**config.mk**
```make
export PLATFORM = sky130hd
export DESIGN_NAME = pic_host_port
export DESIGN_NICKNAME = d
export VERILOG_FILES = /design/src/rtl/pic_if_pkg.sv /design/src/rtl/pic_acc_decode.sv /design/src/rtl/pic_cfg_regs.sv /design/src/rtl/pic_cmd_strobe.sv /design/src/rtl/pic_rd_port.sv /design/src/rtl/pic_host_port.sv
export SDC_FILE = /design/constraint.sdc
export NUM_CORES = 1
export LEC_CHECK = 0
export ABC_AREA = 1
export BUFFER_PORTS_ARGS = -buffer_cell sky130_fd_sc_hd__buf_2
export CORE_AREA = 2 2 72 74
export DETAILED_ROUTE_END_ITERATION = 8
export DIE_AREA = 0 0 74 76
export PLACE_DENSITY = 0.87
export SLEW_MARGIN = 0
export SYNTH_ARGS = -nofsm -noshare
export SYNTH_HDL_FRONTEND = slang
export SYNTH_SLANG_ARGS = --single-unit
```
**constraint.sdc**
```tcl
create_clock -name clk -period 2 [get_ports clk]
set_clock_uncertainty 0.15 [all_clocks]
set_input_delay 0.3 -clock clk [delete_from_list [all_inputs] [get_ports clk]]
set_output_delay 0.3 -clock clk [all_outputs]
set_load 0.02 [all_outputs]
```
**src/rtl/pic_if_pkg.sv**
```systemverilog
package pic_if_pkg;

    localparam int DW   = 8;
    localparam int PINW = 3;

    // command-port discrimination
    localparam int CMD_START_BIT = 4;
    localparam int CMD_CTRL_BIT  = 3;
    // start byte
    localparam int ST_NEED4_BIT  = 0;
    localparam int ST_SINGLE_BIT = 1;
    // final init byte
    localparam int FIN_CPU_BIT   = 0;
    localparam int FIN_AUTO_BIT  = 1;
    localparam int FIN_NEST_BIT  = 4;
    // priority command
    localparam int PC_ROT_BIT    = 7;
    localparam int PC_SEL_BIT    = 6;
    localparam int PC_END_BIT    = 5;
    // control word
    localparam int CW_MSKEN_BIT  = 6;
    localparam int CW_MSK_BIT    = 5;
    localparam int CW_POLL_BIT   = 2;
    localparam int CW_RDEN_BIT   = 1;
    localparam int CW_RDSEL_BIT  = 0;

    typedef enum logic [2:0] {
        ACC_NONE,
        ACC_BAD,
        ACC_START,
        ACC_DWR,
        ACC_PCMD,
        ACC_CTRL,
        ACC_RD
    } acc_kind_e;

    typedef enum logic [1:0] {
        STEP_MASK,
        STEP_BASE,
        STEP_SKIP,
        STEP_FIN
    } init_step_e;

    typedef struct packed {
        logic               ready;
        init_step_e         step;
        logic [DW-PINW-1:0] vbase;
        logic [DW-1:0]      mask;
        logic               aeoi;
        logic               sfnm;
        logic               smm;
        logic               poll;
        logic               rd_isr;
        logic               err;
        logic               init;
    } cfg_state_t;

    typedef struct packed {
        logic            rotate;
        logic            eoi;
        logic            eoi_spec;
        logic            setpri;
        logic [PINW-1:0] level;
    } cmd_state_t;

    typedef struct packed {
        logic [DW-1:0]   rdata;
        logic            rvalid;
        logic            ack;
        logic [PINW-1:0] ack_pin;
    } rd_state_t;

endpackage

```
**src/rtl/pic_acc_decode.sv**
```systemverilog
module pic_acc_decode
    import pic_if_pkg::*;
#(
    parameter int SZW = 3
) (
    input  logic           acc_wr,
    input  logic           acc_rd,
    input  logic           acc_a0,
    input  logic [SZW-1:0] acc_size,
    input  logic           wd_start,
    input  logic           wd_ctrl,
    input  logic           ready,
    output acc_kind_e      kind
);

    localparam logic [SZW-1:0] ONE_BYTE = SZW'(1);

    always_comb begin
        kind = ACC_NONE;
        if ((acc_wr || acc_rd) && acc_size != ONE_BYTE) begin
            kind = ACC_BAD;
        end else if (acc_wr) begin
            if (acc_a0)
                kind = ACC_DWR;
            else if (wd_start)
                kind = ACC_START;
            else if (ready)
                kind = wd_ctrl ? ACC_CTRL : ACC_PCMD;
        end else if (acc_rd) begin
            kind = ACC_RD;
        end
    end

endmodule

```
**src/rtl/pic_cfg_regs.sv**
```systemverilog
module pic_cfg_regs
    import pic_if_pkg::*;
#(
    parameter bit IS_MASTER = 1'b1
) (
    input  logic          clk,
    input  logic          rst_n,
    input  acc_kind_e     kind,
    input  logic [DW-1:0] wdata,
    output cfg_state_t    cfg_q
);

    cfg_state_t cfg_d;

    always_comb begin
        cfg_d      = cfg_q;
        cfg_d.err  = 1'b0;
        cfg_d.init = 1'b0;
        case (kind)
            ACC_BAD: cfg_d.err = 1'b1;
            ACC_START: begin
                cfg_d.ready  = 1'b0;
                cfg_d.mask   = '0;
                cfg_d.smm    = 1'b0;
                cfg_d.poll   = 1'b0;
                cfg_d.rd_isr = 1'b0;
                cfg_d.init   = 1'b1;
                if (wdata[ST_SINGLE_BIT] || !wdata[ST_NEED4_BIT]) begin
                    cfg_d.err  = 1'b1;
                    cfg_d.step = STEP_MASK;
                end else begin
                    cfg_d.step = STEP_BASE;
                end
            end
            ACC_DWR: begin
                case (cfg_q.step)
                    STEP_BASE: begin
                        cfg_d.vbase = wdata[DW-1:PINW];
                        cfg_d.step  = STEP_SKIP;
                    end
                    STEP_SKIP: cfg_d.step = STEP_FIN;
                    STEP_FIN: begin
                        if (!wdata[FIN_CPU_BIT]) begin
                            cfg_d.err = 1'b1;
                        end else begin
                            cfg_d.ready = 1'b1;
                            cfg_d.step  = STEP_MASK;
                            cfg_d.aeoi  = wdata[FIN_AUTO_BIT];
                            cfg_d.sfnm  = IS_MASTER && wdata[FIN_NEST_BIT];
                        end
                    end
                    default: cfg_d.mask = wdata;
                endcase
            end
            ACC_CTRL: begin
                if (wdata[CW_MSKEN_BIT])
                    cfg_d.smm = wdata[CW_MSK_BIT];
                if (wdata[CW_RDEN_BIT]) begin
                    cfg_d.rd_isr = wdata[CW_RDSEL_BIT];
                    cfg_d.poll   = wdata[CW_POLL_BIT];
                end
            end
            ACC_RD: cfg_d.poll = 1'b0;
            default: ;
        endcase
    end

    always_ff @(posedge clk) begin
        if (!rst_n)
            cfg_q <= '0;
        else
            cfg_q <= cfg_d;
    end

    AST_START_DROPS_READY: assert property (@(posedge clk) disable iff (!rst_n)
        cfg_q.init |-> (!cfg_q.ready && cfg_q.mask == '0 && !cfg_q.poll));

    AST_READY_FROM_FINAL: assert property (@(posedge clk) disable iff (!rst_n)
        $rose(cfg_q.ready) |-> $past(kind == ACC_DWR && cfg_q.step == STEP_FIN));

    AST_REFUSED_KEEPS_STATE: assert property (@(posedge clk) disable iff (!rst_n)
        kind == ACC_BAD |=> ($stable(cfg_q.mask) && $stable(cfg_q.ready) && cfg_q.err));

    AST_SLAVE_NO_NEST: assert property (@(posedge clk) disable iff (!rst_n)
        !IS_MASTER |-> !cfg_q.sfnm);

endmodule

```
**src/rtl/pic_cmd_strobe.sv**
```systemverilog
module pic_cmd_strobe
    import pic_if_pkg::*;
(
    input  logic            clk,
    input  logic            rst_n,
    input  acc_kind_e       kind,
    input  logic            pc_rot,
    input  logic            pc_sel,
    input  logic            pc_end,
    input  logic [PINW-1:0] pc_lvl,
    output cmd_state_t      cmd_q
);

    cmd_state_t cmd_d;

    always_comb begin
        cmd_d          = cmd_q;
        cmd_d.eoi      = 1'b0;
        cmd_d.eoi_spec = 1'b0;
        cmd_d.setpri   = 1'b0;
        if (kind == ACC_PCMD) begin
            cmd_d.rotate = pc_rot;
            if (pc_end) begin
                cmd_d.eoi      = 1'b1;
                cmd_d.eoi_spec = pc_sel;
                cmd_d.level    = pc_lvl;
            end else if (pc_sel && pc_rot) begin
                cmd_d.setpri = 1'b1;
                cmd_d.level  = pc_lvl;
            end
        end
    end

    always_ff @(posedge clk) begin
        if (!rst_n)
            cmd_q <= '0;
        else
            cmd_q <= cmd_d;
    end

    AST_ONE_COMMAND: assert property (@(posedge clk) disable iff (!rst_n)
        $onehot0({cmd_q.eoi, cmd_q.setpri}));

    AST_STROBE_ONLY_ON_CMD: assert property (@(posedge clk) disable iff (!rst_n)
        (cmd_q.eoi || cmd_q.setpri) |-> $past(kind == ACC_PCMD));

endmodule

```
**src/rtl/pic_rd_port.sv**
```systemverilog
module pic_rd_port
    import pic_if_pkg::*;
(
    input  logic            clk,
    input  logic            rst_n,
    input  acc_kind_e       kind,
    input  logic            acc_a0,
    input  logic            poll_q,
    input  logic            rd_isr_q,
    input  logic [DW-1:0]   mask_q,
    input  logic [DW-1:0]   core_irr,
    input  logic [DW-1:0]   core_isr,
    input  logic            core_win_vld,
    input  logic [PINW-1:0] core_win_pin,
    output rd_state_t       rd_q
);

    rd_state_t rd_d;

    always_comb begin
        rd_d        = rd_q;
        rd_d.rvalid = 1'b0;
        rd_d.ack    = 1'b0;
        if (kind == ACC_RD) begin
            rd_d.rvalid = 1'b1;
            if (poll_q) begin
                if (core_win_vld) begin
                    rd_d.rdata   = {1'b1, {(DW-1-PINW){1'b0}}, core_win_pin};
                    rd_d.ack     = 1'b1;
                    rd_d.ack_pin = core_win_pin;
                end else begin
                    rd_d.rdata = '0;
                end
            end else if (acc_a0) begin
                rd_d.rdata = mask_q;
            end else begin
                rd_d.rdata = rd_isr_q ? core_isr : core_irr;
            end
        end
    end

    always_ff @(posedge clk) begin
        if (!rst_n)
            rd_q <= '0;
        else
            rd_q <= rd_d;
    end

    AST_ACK_MATCHES_WORD: assert property (@(posedge clk) disable iff (!rst_n)
        rd_q.ack |-> (rd_q.rvalid && rd_q.rdata[DW-1] && rd_q.rdata[PINW-1:0] == rd_q.ack_pin));

    AST_ACK_NEEDS_POLL: assert property (@(posedge clk) disable iff (!rst_n)
        rd_q.ack |-> $past(poll_q && core_win_vld));

endmodule

```
**src/rtl/pic_host_port.sv**
```systemverilog
module pic_host_port
    import pic_if_pkg::*;
#(
    parameter bit IS_MASTER = 1'b1,
    parameter int SZW       = 3
) (
    input  logic            clk,
    input  logic            rst_n,
    input  logic            acc_wr,
    input  logic            acc_rd,
    input  logic            acc_a0,
    input  logic [SZW-1:0]  acc_size,
    input  logic [7:0]      acc_wdata,
    output logic [7:0]      acc_rdata,
    output logic            acc_rvalid,
    output logic            acc_err,
    input  logic [7:0]      core_irr,
    input  logic [7:0]      core_isr,
    input  logic            core_win_vld,
    input  logic [2:0]      core_win_pin,
    output logic            cfg_ready,
    output logic [7:0]      cfg_vbase,
    output logic [7:0]      cfg_mask,
    output logic            cfg_aeoi,
    output logic            cfg_sfnm,
    output logic            cfg_smm,
    output logic            cfg_rotate,
    output logic            cmd_init,
    output logic            cmd_eoi,
    output logic            cmd_eoi_spec,
    output logic            cmd_setpri,
    output logic [2:0]      cmd_level,
    output logic            cmd_ack,
    output logic [2:0]      cmd_ack_pin
);

    acc_kind_e  kind;
    cfg_state_t cfg_q;
    cmd_state_t cmd_q;
    rd_state_t  rd_q;

    pic_acc_decode #(.SZW(SZW)) u_dec (
        .acc_wr   (acc_wr),
        .acc_rd   (acc_rd),
        .acc_a0   (acc_a0),
        .acc_size (acc_size),
        .wd_start (acc_wdata[CMD_START_BIT]),
        .wd_ctrl  (acc_wdata[CMD_CTRL_BIT]),
        .ready    (cfg_q.ready),
        .kind     (kind)
    );

    pic_cfg_regs #(.IS_MASTER(IS_MASTER)) u_cfg (
        .clk   (clk),
        .rst_n (rst_n),
        .kind  (kind),
        .wdata (acc_wdata),
        .cfg_q (cfg_q)
    );

    pic_cmd_strobe u_cmd (
        .clk    (clk),
        .rst_n  (rst_n),
        .kind   (kind),
        .pc_rot (acc_wdata[PC_ROT_BIT]),
        .pc_sel (acc_wdata[PC_SEL_BIT]),
        .pc_end (acc_wdata[PC_END_BIT]),
        .pc_lvl (acc_wdata[PINW-1:0]),
        .cmd_q  (cmd_q)
    );

    pic_rd_port u_rd (
        .clk          (clk),
        .rst_n        (rst_n),
        .kind         (kind),
        .acc_a0       (acc_a0),
        .poll_q       (cfg_q.poll),
        .rd_isr_q     (cfg_q.rd_isr),
        .mask_q       (cfg_q.mask),
        .core_irr     (core_irr),
        .core_isr     (core_isr),
        .core_win_vld (core_win_vld),
        .core_win_pin (core_win_pin),
        .rd_q         (rd_q)
    );

    assign acc_rdata    = rd_q.rdata;
    assign acc_rvalid   = rd_q.rvalid;
    assign acc_err      = cfg_q.err;
    assign cfg_ready    = cfg_q.ready;
    assign cfg_vbase    = {cfg_q.vbase, {PINW{1'b0}}};
    assign cfg_mask     = cfg_q.mask;
    assign cfg_aeoi     = cfg_q.aeoi;
    assign cfg_sfnm     = cfg_q.sfnm;
    assign cfg_smm      = cfg_q.smm;
    assign cfg_rotate   = cmd_q.rotate;
    assign cmd_init     = cfg_q.init;
    assign cmd_eoi      = cmd_q.eoi;
    assign cmd_eoi_spec = cmd_q.eoi_spec;
    assign cmd_setpri   = cmd_q.setpri;
    assign cmd_level    = cmd_q.level;
    assign cmd_ack      = rd_q.ack;
    assign cmd_ack_pin  = rd_q.ack_pin;

    AST_REFUSED_READ_SILENT: assert property (@(posedge clk) disable iff (!rst_n)
        (acc_rd && !acc_wr && acc_size != SZW'(1)) |=> (!acc_rvalid && acc_err));

    AST_NOT_READY_NO_CMD: assert property (@(posedge clk) disable iff (!rst_n)
        (acc_wr && !acc_a0 && !acc_wdata[CMD_START_BIT] && !cfg_ready)
        |=> (!cmd_eoi && !cmd_setpri && $stable(cfg_smm)));

endmodule

```
==> run_results.csv, run 1 <==
group,metric,value,unit
status,status,"completed",
clocking,clkLatencyLatePin,0.30,ns
logic_synthesis,yosys_warnings,0,
logic_synthesis,yosys_register_bits,43,
floorplan,start_util,47.2,%
power_and_ir_drop,ir_worst_vdd,0.276,mV
global_route,grt_start_max_net_pins,22,
timing,timing.final.hold_violations,0,
logic_synthesis,synth_area,2320,sq um
clocking,cts.sinks,43,
logic_synthesis,yosys.area.top_type,"dfxtp_1",
timing,worst_pin_slew,0.595,ns
clocking,cts_setup_buffers,0,
floorplan,fp.coreArea,4910,sq um
finish,multi_input_area,1180,sq um
logic_synthesis,ys_async_sr_fraction,0,%
run,drv_cap,0,
clocking,ctsResizeCount,0,
clocking,cts.clk_slew.worst_paths,0.08,ns
global_route,antenna_found_initial,0,
clocking,cts_buffers,5,
power_and_ir_drop,power_density,640,nW/um^2
power_and_ir_drop,combPwrFrac,13.2,%
logic_synthesis,synth_area_leaders,"dfxtp_1, nand2_1, nand3_1, a21oi_1, buf_4",
logic_synthesis,synth_edf_count,0,
drt,drt-total-wl,5.60,mm
timing,finalSetupTns,0,ns
place,pre_cts_slack,0.137,ns
drt,drt-initial-drc-count,108,
critical_path,crit_fanout,14,
clocking,cts_tree,"built",
logic_synthesis,synth_ff_type,"dfxtp_1",
drt,drc,0,
critical_path,crit_required,2.00,ns
place,dp_hpwl,4.40,mm
clocking,ctsHoldBuffers,0,
critical_path,critPathCaptureType,"flop",
clocking,clock_path_buffers,2,
global_route,grt_pass1_wl,8.78,mm
timing,max_slew_margin,60.3,%
timing,min_period,1.79,ns
critical_path,cp.arrival,1.79,ns
power_and_ir_drop,power_frac_clock,37.0,%
global_route,grt_use_total,19.8,%
timing,rsz0062_at_grt,"no",
worst_hold_path,hold_path.class,"input pin to flop",
logic_synthesis,yosysTopAreaCellShare,37.1,%
power_and_ir_drop,p_leak,1.34,nW
logic_synthesis,seq_area_frac_synth,37.1,%
power_and_ir_drop,total_power,0.00176,W
drt,ant_nets,0,
drt,wire_per_inst,12.5,um
finish,nets,416,
timing,fmax,0.559,GHz
finish,diodes,0,
clocking,root_buffer,"clkbuf_8",
drt,vias_per_cell,5.04,
logic_synthesis,synth_common_cells,"nand2_1, dfxtp_1, nand3_1, a21oi_1, nor2_1",
logic_synthesis,synth.most_common_cell,"nand2_1",
power_and_ir_drop,sw_frac_of_total,25.4,%
floorplan,dieArea,5620,sq um
place,gp_congestion,0.885,
logic_synthesis,synth_cells,314,
drt,vias,2247,
power_and_ir_drop,p_switching,0.000445,W
critical_path,critPathLaunchType,"flop",
power_and_ir_drop,intPower,0.00131,W
clocking,htree_levels,2,
finish,area_delta_synth_final,18.2,%
finish,layout-drive-gt1-share,29.5,%
finish,final_util,55.9,%
finish,fillers,463,
logic_synthesis,synth_cell_type_count,33,
floorplan,rows,26,
timing,setup-violations-final,0,
floorplan,die_x,74,um
timing,worst_slack,0.212,ns
timing,report.final.slew_viol_count,0,
global_route,grt_pass1_vias,1955,
floorplan,ios,78,
floorplan,die_height,76,um
drt,drtPass1Iterations,4,
power_and_ir_drop,power_frac_seq,49.8,%
place,io_buffers,74,
timing,finalCritPeriodShare,89.4,%
finish,ff_latch_area,861,sq um
logic_synthesis,synth_area_per_cell,7.39,sq um
critical_path,critPathKind,"flop to flop",
global_route,gr-total-overflow,0,
## sequential cells by signal, indices dropped and copies added (netlist names)
name	cells
u_cfg.cfg_q	23
u_cmd.cmd_q	7
u_rd.rd_q	13
## cell type report
| type | instances | area share [%] |
|---|---|---|
| inverters | 30 | 4.33 |
| multi-input cells | 219 | 43.0 |
| well taps | 70 | 3.19 |
| clock buffers | 6 | 2.64 |
| repair buffers | 77 | 14.3 |
| clock inverters | 1 | 1.09 |
| flip-flops and latches | 43 | 31.4 |
## cell families after synthesis
logic type,after synthesis,share of synthesized area [%]
AO/OA/AOI/OAI,54,12.5
adder cells (fa/ha/maj),4,2.16
buffers and inverters,54,12.3
flip-flops,43,37.1
other,1,0.162
AND/OR/NAND/NOR,158,35.7
## routing by layer
metal,vias to the layer above,wire (um),GRT usage [%]
li1,1140,-,-
met1,996,2320,24.1
met2,102,2750,33.8
met3,9,437,4.23
met4,0,88,7.09
met5,-,0,0
## power by group through the flow
| stage | sequential [W] | clock, W | combinational (W) |
|---|---|---|---|
| 2_1_floorplan | 0.000900 | 0 | 0.000151 |
| 3_3_place_gp | 0.000894 | 0 | 0.000226 |
| 3_5_place_dp | 0.000895 | 0 | 0.000229 |
| 4_1_cts | 0.000874 | 0.000657 | 0.000230 |
| 5_1_grt | 0.000876 | 0.000687 | 0.000253 |
| 6_report | 0.000874 | 0.000651 | 0.000231 |
## worst max-delay path, stage by stage (launching register included)
cell,delay (ns)
dfxtp_1,0.40
nand3_1,0.12
nand2_1,0.07
nand2_1,0.14
nand2_2,0.28
nand2_4,0.13
nor2_4,0.14
nand2_1,0.09
nand2_1,0.07
a21oi_1,0.05
## placed cells by master (no fill, tap or decap), drive strengths merged
cell / Yosys / layout
o211ai: 4 / 4
nor2: 33 / 33
dfxtp: 43 / 43
nand3: 38 / 38
clkbuf: 3 / 6
ha: 4 / 4
o21ai: 15 / 15
a21oi: 34 / 34
clkinv: 3 / 3
nand4: 6 / 6
inv: 27 / 27
or2: 1 / 1
buf: 21 / 77
nand2: 75 / 75
conb: 1 / 3
nor3: 5 / 5
o21bai: 1 / 1
bufinv: 0 / 1
## stage by stage
step                      hold slack [ns]  area (sq um)  instances
after floorplan                     0.220          2330        316
after global placement              0.302          2640        439
after detailed placement            0.304          2640        439
after CTS                          0.0518          2740        446
after global routing               0.0613          2740        446
final                              0.0538          2740        446
## final timing paths
check | startpoint | endpoint | slack (ns) | cells past startpoint
max | u_cfg.cfg_q[22]$_SDFFE_PN0P_ | u_cfg.cfg_q[5]$_SDFFE_PN0P_ | 0.21 | 9
min | acc_wdata[5] | u_cmd.cmd_q[3]$_SDFF_PP0_ | 0.05 | 2
max reg2reg | u_cfg.cfg_q[22]$_SDFFE_PN0P_ | u_cfg.cfg_q[5]$_SDFFE_PN0P_ | 0.21 | 9
min reg2reg | u_rd.rd_q[1]$_SDFFE_PN0P_ | u_rd.rd_q[1]$_SDFFE_PN0P_ | 0.31 | 2
Note: power is estimated with default switching activity, not from simulation.
==> run 2: changes to the inputs <==
--- a/config.mk
+++ b/config.mk
@@ -7,10 +7,10 @@
 export LEC_CHECK = 0
 export ABC_AREA = 1
 export BUFFER_PORTS_ARGS = -buffer_cell sky130_fd_sc_hd__buf_2
-export CORE_AREA = 2 2 72 74
+export CORE_AREA = 2 2 69 71
 export DETAILED_ROUTE_END_ITERATION = 8
-export DIE_AREA = 0 0 74 76
-export PLACE_DENSITY = 0.87
+export DIE_AREA = 0 0 71 73
+export PLACE_DENSITY = 0.93
 export SLEW_MARGIN = 0
 export SYNTH_ARGS = -nofsm -noshare
 export SYNTH_HDL_FRONTEND = slang
==> constraint.sdc (replaced) <==
create_clock -name clk -period 2.3 [get_ports clk]
set_clock_uncertainty 0.15 [all_clocks]
set_input_delay 0.345 -clock clk [delete_from_list [all_inputs] [get_ports clk]]
set_output_delay 0.345 -clock clk [all_outputs]
set_load 0.02 [all_outputs]
==> run 2 against run 1 <==
  * Die area is 7.8% lower
  * Combinational power is 15% lower
  * Critical path depth is 1 lower
  * Via count is 1.4% lower
  * First-iteration DRC count is 24% higher
  * Design area is 0.73% lower
  * Count of clock-buffer cells in the layout stayed put
  * Sequential share of layout area is 0.23 points higher
  * Critical endpoint is now u_cfg.cfg_q[17]$_SDFFE_PN0P_
  * Largest cell class unchanged
==> run_results.csv, run 2 (synthesized netlist as in run 1, its figures left out) <==
group,metric,value,unit
clocking,cts.sinks,43,
finish,fillers,405,
finish,layout_commonest_cell,"buf_2",
clocking,ctsHoldBuffers,0,
power_and_ir_drop,combPwrFrac,12.5,%
timing,max_slew_margin,60.0,%
clocking,root_buffer,"clkbuf_8",
timing,min_period,1.77,ns
power_and_ir_drop,power_frac_seq,48.6,%
drt,drc,0,
finish,largest_register_ffs,23,
timing,rsz0062_at_grt,"no",
global_route,grt_pass1_vias,2138,
run,drv_cap,0,
critical_path,critPathKind,"flop to flop",
critical_path,critPathLaunchType,"flop",
clocking,cts_buffers,5,
global_route,gr-total-overflow,0,
critical_path,cp.arrival,1.85,ns
timing,fmax,0.566,GHz
power_and_ir_drop,ir_worst_vdd,0.311,mV
timing,fin_hold_ws,0.101,ns
power_and_ir_drop,p_switching,0.000393,W
critical_path,critPathCaptureType,"flop",
drt,drtPass1Iterations,4,
finish,diodes,0,
drt,drt-total-wl,5.44,mm
timing,worst_pin_slew,0.599,ns
finish,nets,414,
power_and_ir_drop,total_power,0.00156,W
timing,setup-violations-final,0,
global_route,antenna_found_initial,0,
drt,vias_per_cell,5.16,
worst_hold_path,hold_path.class,"input pin to flop",
floorplan,start_util,51.2,%
finish,regMostFlops,"u_cfg.cfg_q",
finish,reg.largest.list,"u_cfg.cfg_q: 23 flops, u_rd.rd_q: 13 flops, u_cmd.cmd_q: 7 flops",
timing,finalCritPeriodShare,76.8,%
power_and_ir_drop,p_leak,1.35,nW
power_and_ir_drop,intPower,0.00117,W
global_route,grt_pass1_wl,9.27,mm
finish,layout_common_cells,"buf_2, nand2_1, dfxtp_1",
timing,timing.final.hold_violations,0,
clocking,cts.clk_slew.worst_paths,0.08,ns
floorplan,ios,78,
finish,final_util,60.1,%
place,gp_congestion,0.844,
floorplan,rows,25,
power_and_ir_drop,power_density,574,nW/um^2
clocking,ctsResizeCount,0,
place,dp_hpwl,4.36,mm
power_and_ir_drop,power_frac_clock,38.8,%
status,status,"completed",
clocking,clkLatencyLatePin,0.30,ns
timing,report.final.slew_viol_count,0,
clocking,cts_tree,"built",
drt,vias,2215,
critical_path,crit_fanout,14,
finish,area_delta_synth_final,17.4,%
drt,ant_nets,0,
timing,finalSetupTns,0,ns
global_route,grt_start_max_net_pins,23,
global_route,grt_use_total,22.4,%
clocking,clock_path_buffers,2,
critical_path,crit_required,2.38,ns
clocking,htree_levels,2,
place,io_buffers,74,
finish,layout-drive-gt1-share,29.6,%
clocking,cts_setup_buffers,0,
floorplan,die_height,73,um
floorplan,dieArea,5180,sq um
floorplan,die_x,71,um
power_and_ir_drop,sw_frac_of_total,25.1,%
drt,wire_per_inst,12.7,um
drt,drt-initial-drc-count,134,
floorplan,fp.coreArea,4540,sq um
[run 2: power groups by stage]
stage	Sequential (W)	Clock (W)	Combinational (W)
3_3_place_gp	0.000778	0	0.000191
6_report	0.000760	0.000607	0.000196
4_1_cts	0.000760	0.000613	0.000195
2_1_floorplan	0.000783	0	0.000132
5_1_grt	0.000762	0.000639	0.000219
3_5_place_dp	0.000778	0	0.000194
[run 2: worst paths after layout]
kind	startpoint	endpoint	slack [ns]	cells past startpoint
setup / recovery	u_cfg.cfg_q[22]$_SDFFE_PN0P_	u_cfg.cfg_q[17]$_SDFFE_PN0P_	0.53	8
hold / removal	acc_wdata[5]	u_cmd.cmd_q[3]$_SDFF_PP0_	0.10	2
setup reg to reg	u_cfg.cfg_q[22]$_SDFFE_PN0P_	u_cfg.cfg_q[17]$_SDFFE_PN0P_	0.53	8
hold reg to reg	u_rd.rd_q[7]$_SDFFE_PN0P_	u_rd.rd_q[7]$_SDFFE_PN0P_	0.32	2
[run 2: layout make-up]
class	instances	area, sq um	area share, %
Timing Repair Buffer	75	378	13.9
Multi-Input combinational cell	219	1180	43.4
Tap cell	54	67.6	2.48
Sequential cell	43	861	31.6
Clock inverter	2	35.0	1.29
Clock buffer	6	82.6	3.03
Inverter	30	119	4.36
[run 2: stage by stage]
stage | worst slack, ns | instances | instance area (sq um)
after floorplan | 0.682 | 316 | 2330
after global placement | 0.451 | 421 | 2610
after detailed placement | 0.382 | 421 | 2610
after CTS | 0.541 | 429 | 2720
after global routing | 0.356 | 429 | 2720
final | 0.534 | 429 | 2720
[run 2: critical path, cell delays in order (launching register included)]
cell and delay (ns):
dfxtp_1 0.38, nand3_1 0.12, nand2_1 0.07, nand2_1 0.15, nand2_2 0.27, nand2_4 0.13, nor2_4 0.20, o21ai_1 0.09
a21oi_1 0.14
[run 2: routing by layer]
metal	vias up	wire, um	track usage (%)
met5	-	0	0
met4	0	121	7.55
met3	15	480	6.08
met2	96	2680	40.5
met1	979	2160	25.7
li1	1125	-	-
==> run 3: changes to the inputs <==
--- a/config.mk
+++ b/config.mk
@@ -5,12 +5,12 @@
 export SDC_FILE = /design/constraint.sdc
 export NUM_CORES = 1
 export LEC_CHECK = 0
-export ABC_AREA = 1
+export ABC_AREA = 0
 export BUFFER_PORTS_ARGS = -buffer_cell sky130_fd_sc_hd__buf_2
-export CORE_AREA = 2 2 69 71
+export CORE_AREA = 2 2 73 75
 export DETAILED_ROUTE_END_ITERATION = 8
-export DIE_AREA = 0 0 71 73
-export PLACE_DENSITY = 0.93
+export DIE_AREA = 0 0 75 77
+export PLACE_DENSITY = 0.85
 export SLEW_MARGIN = 0
 export SYNTH_ARGS = -nofsm -noshare
 export SYNTH_HDL_FRONTEND = slang
==> constraint.sdc (replaced) <==
create_clock -name clk -period 1.6 [get_ports clk]
set_clock_uncertainty 0.15 [all_clocks]
set_input_delay 0.24 -clock clk [delete_from_list [all_inputs] [get_ports clk]]
set_output_delay 0.24 -clock clk [all_outputs]
set_load 0.02 [all_outputs]
==> run 3 against run 2 <==
  * Sequential share of layout area decreased by 0.27 points
  * Critical path depth decreased by 1
  * Global-route usage decreased by 2.3 points
  * Register-to-register slack got worse by 0.47 ns
  * Synthesized cell count decreased by 25%
  * Highest routed layer unchanged
  * Clock power increased by 15%
  * Count of clock-buffer cells in the layout unchanged
  * Cell count decreased by 11%
  * Via count decreased by 12%
  * Worst hold slack got worse by 0.039 ns
  * Largest power group unchanged
  * Setup slack got worse by 0.47 ns
  * Wire length increased by 0.33%
==> run_results.csv, run 3 <==
group,metric,value,unit
status,status,"completed",
clocking,cts.sinks,43,
logic_synthesis,synth_common_cells,"dfxtp_1, mux2i_1, nand2_1, nor2b_1, buf_4",
clocking,htree_levels,2,
place,io_buffers,74,
critical_path,critPathCaptureType,"flop",
finish,layout-drive-gt1-share,40.5,%
finish,area_delta_synth_final,26.1,%
worst_hold_path,hold_path.class,"input pin to flop",
floorplan,dieArea,5780,sq um
critical_path,crit_buf_inv,2,
timing,rsz0062_at_grt,"yes",
critical_path,critPathKind,"flop to flop",
global_route,grt_use_total,20.2,%
finish,largest_register_ffs,23,
finish,final_util,55.4,%
finish,diodes,0,
run,drv_cap,0,
drt,vias_per_cell,5.13,
logic_synthesis,synth.most_common_cell,"dfxtp_1",
floorplan,start_util,43.9,%
drt,ant_nets,0,
floorplan,die_x,75,um
critical_path,crit_fanout,5,
global_route,gr-total-overflow,0,
logic_synthesis,ys_async_sr_fraction,0,%
logic_synthesis,synth_cell_type_count,40,
critical_path,critPathLaunchType,"flop",
clocking,cts.clk_slew.worst_paths,0.08,ns
drt,drt-total-wl,5.46,mm
finish,regMostFlops,"u_cfg.cfg_q",
finish,fin_area,2760,sq um
timing,finalSetupTns,0,ns
critical_path,crit_required,1.65,ns
global_route,grt_start_max_net_pins,23,
drt,wire_per_inst,14.3,um
logic_synthesis,synth_cells,236,
power_and_ir_drop,power_density,721,nW/um^2
drt,vias,1953,
timing,fmax,0.649,GHz
finish,layout_commonest_cell,"buf_2",
floorplan,die_height,77,um
finish,reg.largest.list,"u_cfg.cfg_q: 23 flops, u_rd.rd_q: 13 flops, u_cmd.cmd_q: 7 flops",
critical_path,slowest_stage,"dfxtp_2",
clocking,cts_tree,"built",
logic_synthesis,synth_edf_count,0,
logic_synthesis,synth_area_leaders,"dfxtp_1, mux2i_1, buf_4, nor2b_1, nand2_1",
logic_synthesis,synth_area,2190,sq um
timing,min_period,1.54,ns
floorplan,rows,26,
drt,drt-initial-drc-count,112,
timing,timing.final.hold_violations,0,
clocking,clock_path_buffers,2,
finish,fillers,454,
place,dp_hpwl,4.14,mm
finish,layout_common_cells,"buf_2, dfxtp_1, buf_4",
critical_path,cp.arrival,1.59,ns
finish,nets,350,
logic_synthesis,seq_area_frac_synth,39.4,%
logic_synthesis,synth_ff_type,"dfxtp_1",
timing,setup-violations-final,0,
power_and_ir_drop,p_leak,1.24,nW
clocking,root_buffer,"clkbuf_8",
critical_path,cp_top_family,"flip-flops",
drt,drc,0,
timing,report.final.slew_viol_count,0,
global_route,antenna_found_initial,0,
floorplan,ios,78,
global_route,grt_pass1_vias,1898,
floorplan,fp.coreArea,4980,sq um
clocking,cts_buffers,5,
critical_path,crit_path_cell_trace,"inv_2 -> ha_4 -> and2_4 -> and2_1 -> buf_4 -> a22oi_2 -> nor2b_1",
place,place_area,2610,sq um
place,gp_congestion,0.860,
logic_synthesis,yosys_register_bits,43,
timing,finalCritPeriodShare,96.3,%
logic_synthesis,synth_area_per_cell,9.27,sq um
critical_path,crit_path_max_incr_delay,0.37,ns
clocking,clkLatencyLatePin,0.30,ns
global_route,grt_pass1_wl,8.92,mm
logic_synthesis,yosys.area.top_type,"dfxtp_1",
power_and_ir_drop,ir_worst_vdd,0.400,mV
drt,drtPass1Iterations,4,
clocking,ctsHoldBuffers,0,
logic_synthesis,yosys_warnings,0,
logic_synthesis,yosysTopAreaCellShare,39.4,%
## run 3: timing repair
| item | CTS | global route |
|---|---|---|
| resized for setup | 4 | 9 |
| pin swaps | 0 | 1 |
| buffers inserted | 0 | 1 |
| endpoints found under the hold margin | 0 | 0 |
| setup endpoints to repair | 9 | 12 |
## run 3: cell families (layout without fill, tap and decap cells)
family          count (synthesis)  after routing  synth area share, %
buf+inv                        36            109                 9.95
simple gates                   82             82                 22.8
compound gates                 49             49                 15.8
flops                          43             43                 39.4
other cells                     1              3                0.171
fa+ha+maj                       4              4                 2.29
mux                            21             21                 9.61
## run 3: stage by stage
step | cells | hold WS, ns | setup slack, ns | total power [W]
6_report | 381 | 0.0613 | 0.0597 | 0.00199
5_1_grt | 381 | 0.0622 | -0.0225 | 0.00208
4_1_cts | 380 | 0.0557 | 0.00626 | 0.00199
3_5_place_dp | 372 | 0.294 | -0.132 | 0.00131
3_3_place_gp | 372 | 0.285 | -0.0953 | 0.00131
2_1_floorplan | 238 | 0.166 | 0.0223 | 0.00122
## run 3: final cells by class
type	count	area (sq um)	area share, %
sequential	43	865	31.3
inverter	5	18.8	0.680
tap	70	87.6	3.17
multi-input combinational	159	1170	42.3
timing repair buffer	96	536	19.4
clock buffer	6	72.6	2.63
clock inverter	2	12.5	0.454
## run 3: power breakdown
part	switching, W	internal (W)
Combinational	0.000122	0.0000890
Clock	0.000391	0.000305
Sequential	0.00000494	0.00108
Total	0.000519	0.00147
## run 3: final timing paths
check | slack (ns) | startpoint | to | depth (start not counted)
worst max-delay path | 0.06 | u_cfg.cfg_q[21]$_SDFFE_PN0P_ | u_cfg.cfg_q[10]$_SDFFE_PN0P_ | 7
worst max register to register | 0.06 | u_cfg.cfg_q[21]$_SDFFE_PN0P_ | u_cfg.cfg_q[10]$_SDFFE_PN0P_ | 7
worst min register to register | 0.31 | u_rd.rd_q[8]$_SDFFE_PN0P_ | u_rd.rd_q[8]$_SDFFE_PN0P_ | 2
worst min-delay path | 0.06 | core_win_pin[0] | u_rd.rd_q[5]$_SDFFE_PN0P_ | 3
## run 3: routing by layer
metal	GRT usage (%)	part of all wire, %
met1	26.4	44
met2	31.3	46
met3	5.78	8.1
met4	6.79	1.9
met5	0	0
## run 3: worst reg2reg max path, stage by stage, from the launching register on
cell and delay [ns]:
dfxtp_2 0.37, inv_2 0.06, ha_4 0.14, and2_4 0.15
and2_1 0.16, buf_4 0.15, a22oi_2 0.19, nor2b_1 0.06
